## config.mk

```make
export PLATFORM = sky130hd
export DESIGN_NAME = spec_lock_tracker
export DESIGN_NICKNAME = d
export VERILOG_FILES = /design/src/rtl/slt_pkg.sv /design/src/rtl/slt_footprint.sv /design/src/rtl/slt_snoop_chk.sv /design/src/rtl/slt_ctrl.sv /design/src/rtl/spec_lock_tracker.sv
export SDC_FILE = /design/constraint.sdc
export NUM_CORES = 1
export LEC_CHECK = 0
export BUFFER_PORTS_ARGS = -buffer_cell sky130_fd_sc_hd__buf_2
export CAP_MARGIN = 20
export CORE_ASPECT_RATIO = 2
export CORE_MARGIN = 2
export CORE_UTILIZATION = 60
export CTS_CLUSTER_DIAMETER = 80
export DETAILED_ROUTE_END_ITERATION = 7
export PLACE_DENSITY_LB_ADDON = 0.12
export SLEW_MARGIN = 20
export SYNTH_ARGS = -nofsm -noshare
export SYNTH_HDL_FRONTEND = slang
export SYNTH_HIERARCHICAL = 1
export SYNTH_SLANG_ARGS = --single-unit
```

## constraint.sdc

```tcl
create_clock -name clk -period 10.65 [get_ports clk]
set_input_delay 2.13 -clock clk [delete_from_list [all_inputs] [get_ports clk]]
set_output_delay 2.13 -clock clk [all_outputs]
set_load 0.1 [all_outputs]
```

## src/rtl/slt_pkg.sv

```systemverilog
package slt_pkg;
  typedef enum logic [1:0] {
    SNP_RD  = 2'b00,
    SNP_WR  = 2'b01,
    SNP_INV = 2'b10,
    SNP_RSV = 2'b11
  } snp_kind_e;

  typedef enum logic {
    ST_IDLE = 1'b0,
    ST_SPEC = 1'b1
  } spec_state_e;
endpackage

```

## src/rtl/slt_footprint.sv

```systemverilog
module slt_footprint #(
  parameter int LINE_W = 6,
  parameter int CAP    = 8,
  localparam int NUM_LINES = 1 << LINE_W,
  localparam int CNT_W     = $clog2(CAP + 1)
) (
  input  logic                 clk,
  input  logic                 rst,
  input  logic                 clr_i,
  input  logic                 rec_en_i,
  input  logic                 rec_wr_i,
  input  logic [LINE_W-1:0]    rec_line_i,
  input  logic [LINE_W-1:0]    look_line_i,
  output logic                 look_rd_o,
  output logic                 look_wr_o,
  output logic                 ovf_o,
  output logic [NUM_LINES-1:0] wr_bits_o
);
  logic [NUM_LINES-1:0] rd_q, wr_q;
  logic [CNT_W-1:0]     cnt_q;
  logic                 new_line, accept;

  assign new_line  = !(rd_q[rec_line_i] || wr_q[rec_line_i]);
  assign ovf_o     = rec_en_i && new_line && (cnt_q == CNT_W'(CAP));
  assign accept    = rec_en_i && !ovf_o;
  assign look_rd_o = rd_q[look_line_i];
  assign look_wr_o = wr_q[look_line_i];
  assign wr_bits_o = wr_q;

  for (genvar g = 0; g < NUM_LINES; g++) begin : g_line
    logic hit;
    assign hit = accept && (rec_line_i == LINE_W'(g));
    always_ff @(posedge clk) begin
      if (rst || clr_i) begin
        rd_q[g] <= 1'b0;
        wr_q[g] <= 1'b0;
      end else if (hit) begin
        if (rec_wr_i) wr_q[g] <= 1'b1;
        else          rd_q[g] <= 1'b1;
      end
    end
  end

  always_ff @(posedge clk) begin
    if (rst || clr_i)            cnt_q <= '0;
    else if (accept && new_line) cnt_q <= cnt_q + 1'b1;
  end


  cnt_in_range_chk: assert property (@(posedge clk) disable iff (rst)
    cnt_q <= CNT_W'(CAP));


  clear_empties_chk: assert property (@(posedge clk) disable iff (rst)
    clr_i |=> (cnt_q == '0));
endmodule

```

## src/rtl/slt_snoop_chk.sv

```systemverilog
module slt_snoop_chk
  import slt_pkg::*;
(
  input  logic       spec_i,
  input  logic       snp_valid_i,
  input  logic [1:0] kind_i,
  input  logic       rd_hit_i,
  input  logic       wr_hit_i,
  output logic       conflict_o
);
  snp_kind_e kind;
  logic      excl;

  assign kind       = snp_kind_e'(kind_i);
  assign excl       = (kind != SNP_RD);
  assign conflict_o = spec_i && snp_valid_i &&
                      (excl ? (rd_hit_i || wr_hit_i) : wr_hit_i);
endmodule

```

## src/rtl/slt_ctrl.sv

```systemverilog
module slt_ctrl
  import slt_pkg::*;
#(
  parameter int LINE_W = 6,
  localparam int NUM_LINES = 1 << LINE_W
) (
  input  logic                 clk,
  input  logic                 rst,
  input  logic                 acq_i,
  input  logic                 rel_i,
  input  logic                 acc_valid_i,
  input  logic                 acc_wr_i,
  input  logic [LINE_W-1:0]    acc_line_i,
  input  logic                 conflict_i,
  input  logic                 ovf_i,
  input  logic [NUM_LINES-1:0] wr_bits_i,
  output logic                 spec_o,
  output logic                 rec_en_o,
  output logic                 clr_o,
  output logic                 save_o,
  output logic                 commit_o,
  output logic                 abort_o,
  output logic                 restore_o,
  output logic                 fallback_o,
  output logic [NUM_LINES-1:0] mask_o
);
  spec_state_e          st_q;
  logic                 nest, abort_now, commit_now, enter;
  logic [NUM_LINES-1:0] new_wr;

  assign spec_o     = (st_q == ST_SPEC);
  assign nest       = spec_o && acq_i;
  assign abort_now  = spec_o && (conflict_i || ovf_i || nest);
  assign commit_now = spec_o && rel_i && !abort_now;
  assign enter      = !spec_o && acq_i;
  assign rec_en_o   = spec_o && acc_valid_i;
  assign clr_o      = abort_now || commit_now;
  assign new_wr     = (acc_valid_i && acc_wr_i) ?
                      (NUM_LINES'(1) << acc_line_i) : '0;

  always_ff @(posedge clk) begin
    if (rst) begin
      st_q       <= ST_IDLE;
      save_o     <= 1'b0;
      commit_o   <= 1'b0;
      abort_o    <= 1'b0;
      restore_o  <= 1'b0;
      fallback_o <= 1'b0;
      mask_o     <= '0;
    end else begin
      save_o     <= enter;
      commit_o   <= commit_now;
      abort_o    <= abort_now;
      restore_o  <= abort_now;
      fallback_o <= abort_now && (ovf_i || nest);
      mask_o     <= abort_now ? (wr_bits_i | new_wr) : '0;
      if (clr_o)      st_q <= ST_IDLE;
      else if (enter) st_q <= ST_SPEC;
    end
  end


  commit_abort_excl_chk: assert property (@(posedge clk) disable iff (rst)
    !(commit_o && abort_o));


  save_then_spec_chk: assert property (@(posedge clk) disable iff (rst)
    save_o |-> spec_o);


  mask_only_on_abort_chk: assert property (@(posedge clk) disable iff (rst)
    !abort_o |-> (mask_o == '0));


  end_leaves_idle_chk: assert property (@(posedge clk) disable iff (rst)
    (commit_o || abort_o) |-> !spec_o);


  end_needs_spec_chk: assert property (@(posedge clk) disable iff (rst)
    (commit_o || abort_o) |-> $past(spec_o));


  fallback_with_abort_chk: assert property (@(posedge clk) disable iff (rst)
    fallback_o |-> (abort_o && restore_o));
endmodule

```

## src/rtl/spec_lock_tracker.sv

```systemverilog
module spec_lock_tracker #(
  parameter int LINE_W = 6,
  parameter int CAP    = 8,
  localparam int NUM_LINES = 1 << LINE_W
) (
  input  logic                 clk,
  input  logic                 rst,
  input  logic                 acq_hint_i,
  input  logic                 rel_hint_i,
  input  logic                 acc_valid_i,
  input  logic                 acc_write_i,
  input  logic [LINE_W-1:0]    acc_line_i,
  input  logic                 snp_valid_i,
  input  logic [1:0]           snp_kind_i,
  input  logic [LINE_W-1:0]    snp_line_i,
  output logic                 spec_active_o,
  output logic                 ckpt_save_o,
  output logic                 ckpt_restore_o,
  output logic                 commit_o,
  output logic                 abort_o,
  output logic                 fallback_o,
  output logic [NUM_LINES-1:0] inval_mask_o
);
  logic                 rec_en, clr, rd_hit, wr_hit, ovf, conflict;
  logic [NUM_LINES-1:0] wr_bits;

  slt_footprint #(.LINE_W(LINE_W), .CAP(CAP)) fp_i (
    .clk(clk), .rst(rst), .clr_i(clr),
    .rec_en_i(rec_en), .rec_wr_i(acc_write_i), .rec_line_i(acc_line_i),
    .look_line_i(snp_line_i), .look_rd_o(rd_hit), .look_wr_o(wr_hit),
    .ovf_o(ovf), .wr_bits_o(wr_bits)
  );

  slt_snoop_chk snp_i (
    .spec_i(spec_active_o), .snp_valid_i(snp_valid_i), .kind_i(snp_kind_i),
    .rd_hit_i(rd_hit), .wr_hit_i(wr_hit), .conflict_o(conflict)
  );

  slt_ctrl #(.LINE_W(LINE_W)) ctl_i (
    .clk(clk), .rst(rst), .acq_i(acq_hint_i), .rel_i(rel_hint_i),
    .acc_valid_i(acc_valid_i), .acc_wr_i(acc_write_i), .acc_line_i(acc_line_i),
    .conflict_i(conflict), .ovf_i(ovf), .wr_bits_i(wr_bits),
    .spec_o(spec_active_o), .rec_en_o(rec_en), .clr_o(clr),
    .save_o(ckpt_save_o), .commit_o(commit_o), .abort_o(abort_o),
    .restore_o(ckpt_restore_o), .fallback_o(fallback_o), .mask_o(inval_mask_o)
  );


  wr_snoop_hit_aborts_chk: assert property (@(posedge clk) disable iff (rst)
    (spec_active_o && snp_valid_i && (snp_kind_i != 2'b00) && (rd_hit || wr_hit))
      |=> abort_o);


  rd_rd_no_abort_chk: assert property (@(posedge clk) disable iff (rst)
    (spec_active_o && snp_valid_i && (snp_kind_i == 2'b00) && !wr_hit &&
     !acq_hint_i && !ovf && !rel_hint_i) |=> !abort_o && spec_active_o);
endmodule

```

==> results.sh <==
export IMPL_numCtsBuffers=18
export IMPL_insertion_delay_ps=490
export IMPL_hpwl_microns=18500
export IMPL_finalCriticalPeriod_ps=6670
export IMPL_path_class="in2reg"
export IMPL_slew_headroom_pct=36.4
export IMPL_synth_top_family_by_area="simple AND/OR/NAND/NOR gates"
export IMPL_portBuffers=90
export IMPL_cellPowerDensity_mw_per_mm2=158
export IMPL_tritoncts="built"
export IMPL_finalWeightedCongestion=0.982
export IMPL_layout_drive_gt1_share_pct=21.2
export IMPL_ys_warnings_count=6
export IMPL_tightest_slew_ps=955
export IMPL_layout_nets=960
export IMPL_cp_cell_sequence="buf_2, buf_4, mux4_2, a221oi_1, o31ai_1, nor2_1, nor4_1, nor3_2, a21boi_0, nor2_4, buf_4, nand2_1, o21ai_0"
export IMPL_worstPathMaxFanout=97
export IMPL_cts_sinks=201
export IMPL_syn_num_nets=913
export IMPL_grt_max_degree=98
export IMPL_whs_ps=470
export IMPL_vias=7296
export IMPL_slowest_delay_ps=840
export IMPL_min_period_over_period_pct=62.6
export IMPL_synth_largest_area_cell="dfxtp_1"
export IMPL_async_flop_share_pct=0
export IMPL_grt_pass1_vias=7094
export IMPL_synth_area_mux_share_pct=16.2
export IMPL_vdd_drop_max_v=0.000155
export IMPL_rsz0062_at_grt="false"
export IMPL_grt_pass1_wl_microns=39800
export IMPL_start_kind="primary input"
export IMPL_fin_setup_tns_ps=0
export IMPL_drv_cap=0
export IMPL_yosysTopAreaCellShare_pct=46.9
export IMPL_clk_pin_slew_ps=70
export IMPL_path_common_cell="buf_4"
export IMPL_cellLeakagePower_nw=3.47
export IMPL_ys_seq_elements=201
export IMPL_grt_usage_pct=34.5
export IMPL_clock_path_buffers=3
export IMPL_status="complete, no violations"
export IMPL_netlist_instances=890
export IMPL_ys_types=55
export IMPL_dieArea_sq_mm=0.0153
export IMPL_rows=61
export IMPL_avgViaCountPerCell=6.41
export IMPL_synth_compound_area_share_pct=14.5
export IMPL_synth_area_per_cell_sq_um=9.64
export IMPL_die_x_microns=88.6
export IMPL_setup_viol_count_final=0
export IMPL_chipHeight_microns=173
export IMPL_synth_edf_count=0
export IMPL_postCtsResizedCells=0
export IMPL_first_iter_violations=857
export IMPL_cts_htree_levels=1
export IMPL_antenna_found_initial=0
export IMPL_clock_skew_ps=16.8
export IMPL_ys_seq_area_share_pct=46.9
export IMPL_overflow=0
export IMPL_crit_arrival_ps=7050
export IMPL_wl_per_cell_microns=22.9
export IMPL_root_buffer="clkbuf_16"
export IMPL_post_cts_buffers=0
export IMPL_ys_top_cells_by_area="dfxtp_1 47%, mux4_2 15%, nand2_1 6.8%"
export IMPL_start_util_pct=61.4
export IMPL_postCtsHoldBufs=0
export IMPL_max_freq_mhz=150
export IMPL_crit_required_ps=11030
export IMPL_firstDrtPassIters=6
export IMPL_end_kind="flip-flop"
export IMPL_area_delta_synth_final_pct=11.6
export IMPL_antenna_cells=0
export IMPL_synth_xor_area_share_pct=0
export IMPL_coreArea_sq_mm=0.0140
export IMPL_cpMaxStageDelayCell="buf_4"
export IMPL_hold_path_class="reg2reg"
export IMPL_synth_fa_ha_area_share_pct=0.292
export IMPL_drv_slew=0
export IMPL_synth_flop_cell="dfxtp_1"
export IMPL_drcViolationCount=0
export IMPL_ios=91
export IMPL_hold_viol=0
export IMPL_yosys_area_share_simple_pct=17.9
export IMPL_syn_cell_area_sq_mm=0.00858
export IMPL_wl_microns=26100
export IMPL_antenna_left=0
cell type report:
type | count | area [sq um]
clock buffers | 21 | 483
fillers | 1142 | 4390
multi-input cells | 616 | 4210
well taps | 189 | 236
flip-flops and latches | 201 | 4020
inverters | 7 | 26.3
repair buffers | 93 | 475
clock inverters | 11 | 126
cells in the mapped netlist, types with 3 or more instances:
master,count
o21ai_1,22
nor2b_1,6
o311ai_0,3
buf_6,3
and2_1,3
nor4b_2,3
buf_2,15
nor3b_1,6
and4b_1,8
buf_4,9
nand2b_1,4
buf_1,4
or4_1,3
a21oi_1,57
o21ai_0,108
a31oi_1,19
nand3_1,5
inv_1,7
nand2_1,155
a22o_1,4
nor2_1,90
clkbuf_1,33
and4bb_2,6
mux4_2,58
nor3_1,15
dfxtp_1,201
o31ai_1,6
nand4_1,3
where the power goes:
group | internal [mW] | total (mW) | switching, mW
combinational | 0.0249 | 0.0968 | 0.0719
clock | 0.379 | 0.664 | 0.285
sequential | 0.753 | 0.754 | 0.00140
state kept, by name, indices dropped and copies added, names as in the netlist:
register and flops:
ctl_i/fallback_o 1, ctl_i/spec_o 1, ctl_i/commit_o 1, fp_i/rd_q 64
fp_i/cnt_q 4, ctl_i/mask_o 64, ctl_i/save_o 1, fp_i/wr_bits_o 64
ctl_i/restore_o 1
per-layer routing:
metal	track usage [%]	vias to the layer above	wire (microns)
met5	0	-	0
met4	24.3	0	2190
met3	5.44	132	2050
met2	56.0	454	12900
met1	40.4	3424	8960
li1	-	3286	-
cell usage in the layout, fill, tap and decap left out, drive strengths merged, types with 5 or more instances in the layout:
| master | n |
|---|---|
| buf | 93 |
| nand3 | 5 |
| nor2 | 90 |
| nor2b | 6 |
| clkinv | 5 |
| nor3b | 6 |
| o31ai | 6 |
| inv | 7 |
| nand2 | 155 |
| clkbuf | 21 |
| nor3 | 16 |
| a21oi | 57 |
| dfxtp | 201 |
| a31oi | 19 |
| o21ai | 130 |
| and4b | 8 |
| mux4 | 60 |
| and4bb | 7 |
stage by stage:
| stage | power, mW | setup slack, ps | area, sq um | cells | utilization [%] |
|---|---|---|---|---|---|
| after detailed placement | 0.866 | 3300 | 8960 | 1106 | 64.2 |
| after CTS | 1.51 | 3770 | 9570 | 1138 | 68.5 |
| after global placement | 0.864 | 3430 | 8960 | 1106 | 64.2 |
| final | 1.51 | 3980 | 9580 | 1138 | 68.6 |
| after global routing | 1.55 | 3690 | 9580 | 1138 | 68.6 |
| after floorplan | 0.841 | 4540 | 8580 | 890 | - |
worst max-delay path: cells and delay by family:
| family | cells | cell delay (ps) |
|---|---|---|
| AND/OR/NAND/NOR | 5 | 1770 |
| buffers and inverters | 3 | 1450 |
| AO/OA/AOI/OAI | 4 | 960 |
| multiplexers | 1 | 620 |
cell families after synthesis:
kind of cell	Yosys count
flops	201
buf+inv	73
compound gates	228
fa+ha+maj	2
mux	63
simple gates	323
final timing paths:
check	start	to	slack, ps	cells past startpoint
worst min register to register	fp_i/rd_q[23]	fp_i/rd_q[23]	470	2
worst max-delay path	acc_line_i[1]	fp_i/rd_q[4]	3980	13
worst max register to register	fp_i/wr_bits_o[49]	fp_i/rd_q[4]	5880	12
worst min-delay path	fp_i/rd_q[23]	fp_i/rd_q[23]	470	2
(Power assumes the default switching activity.)
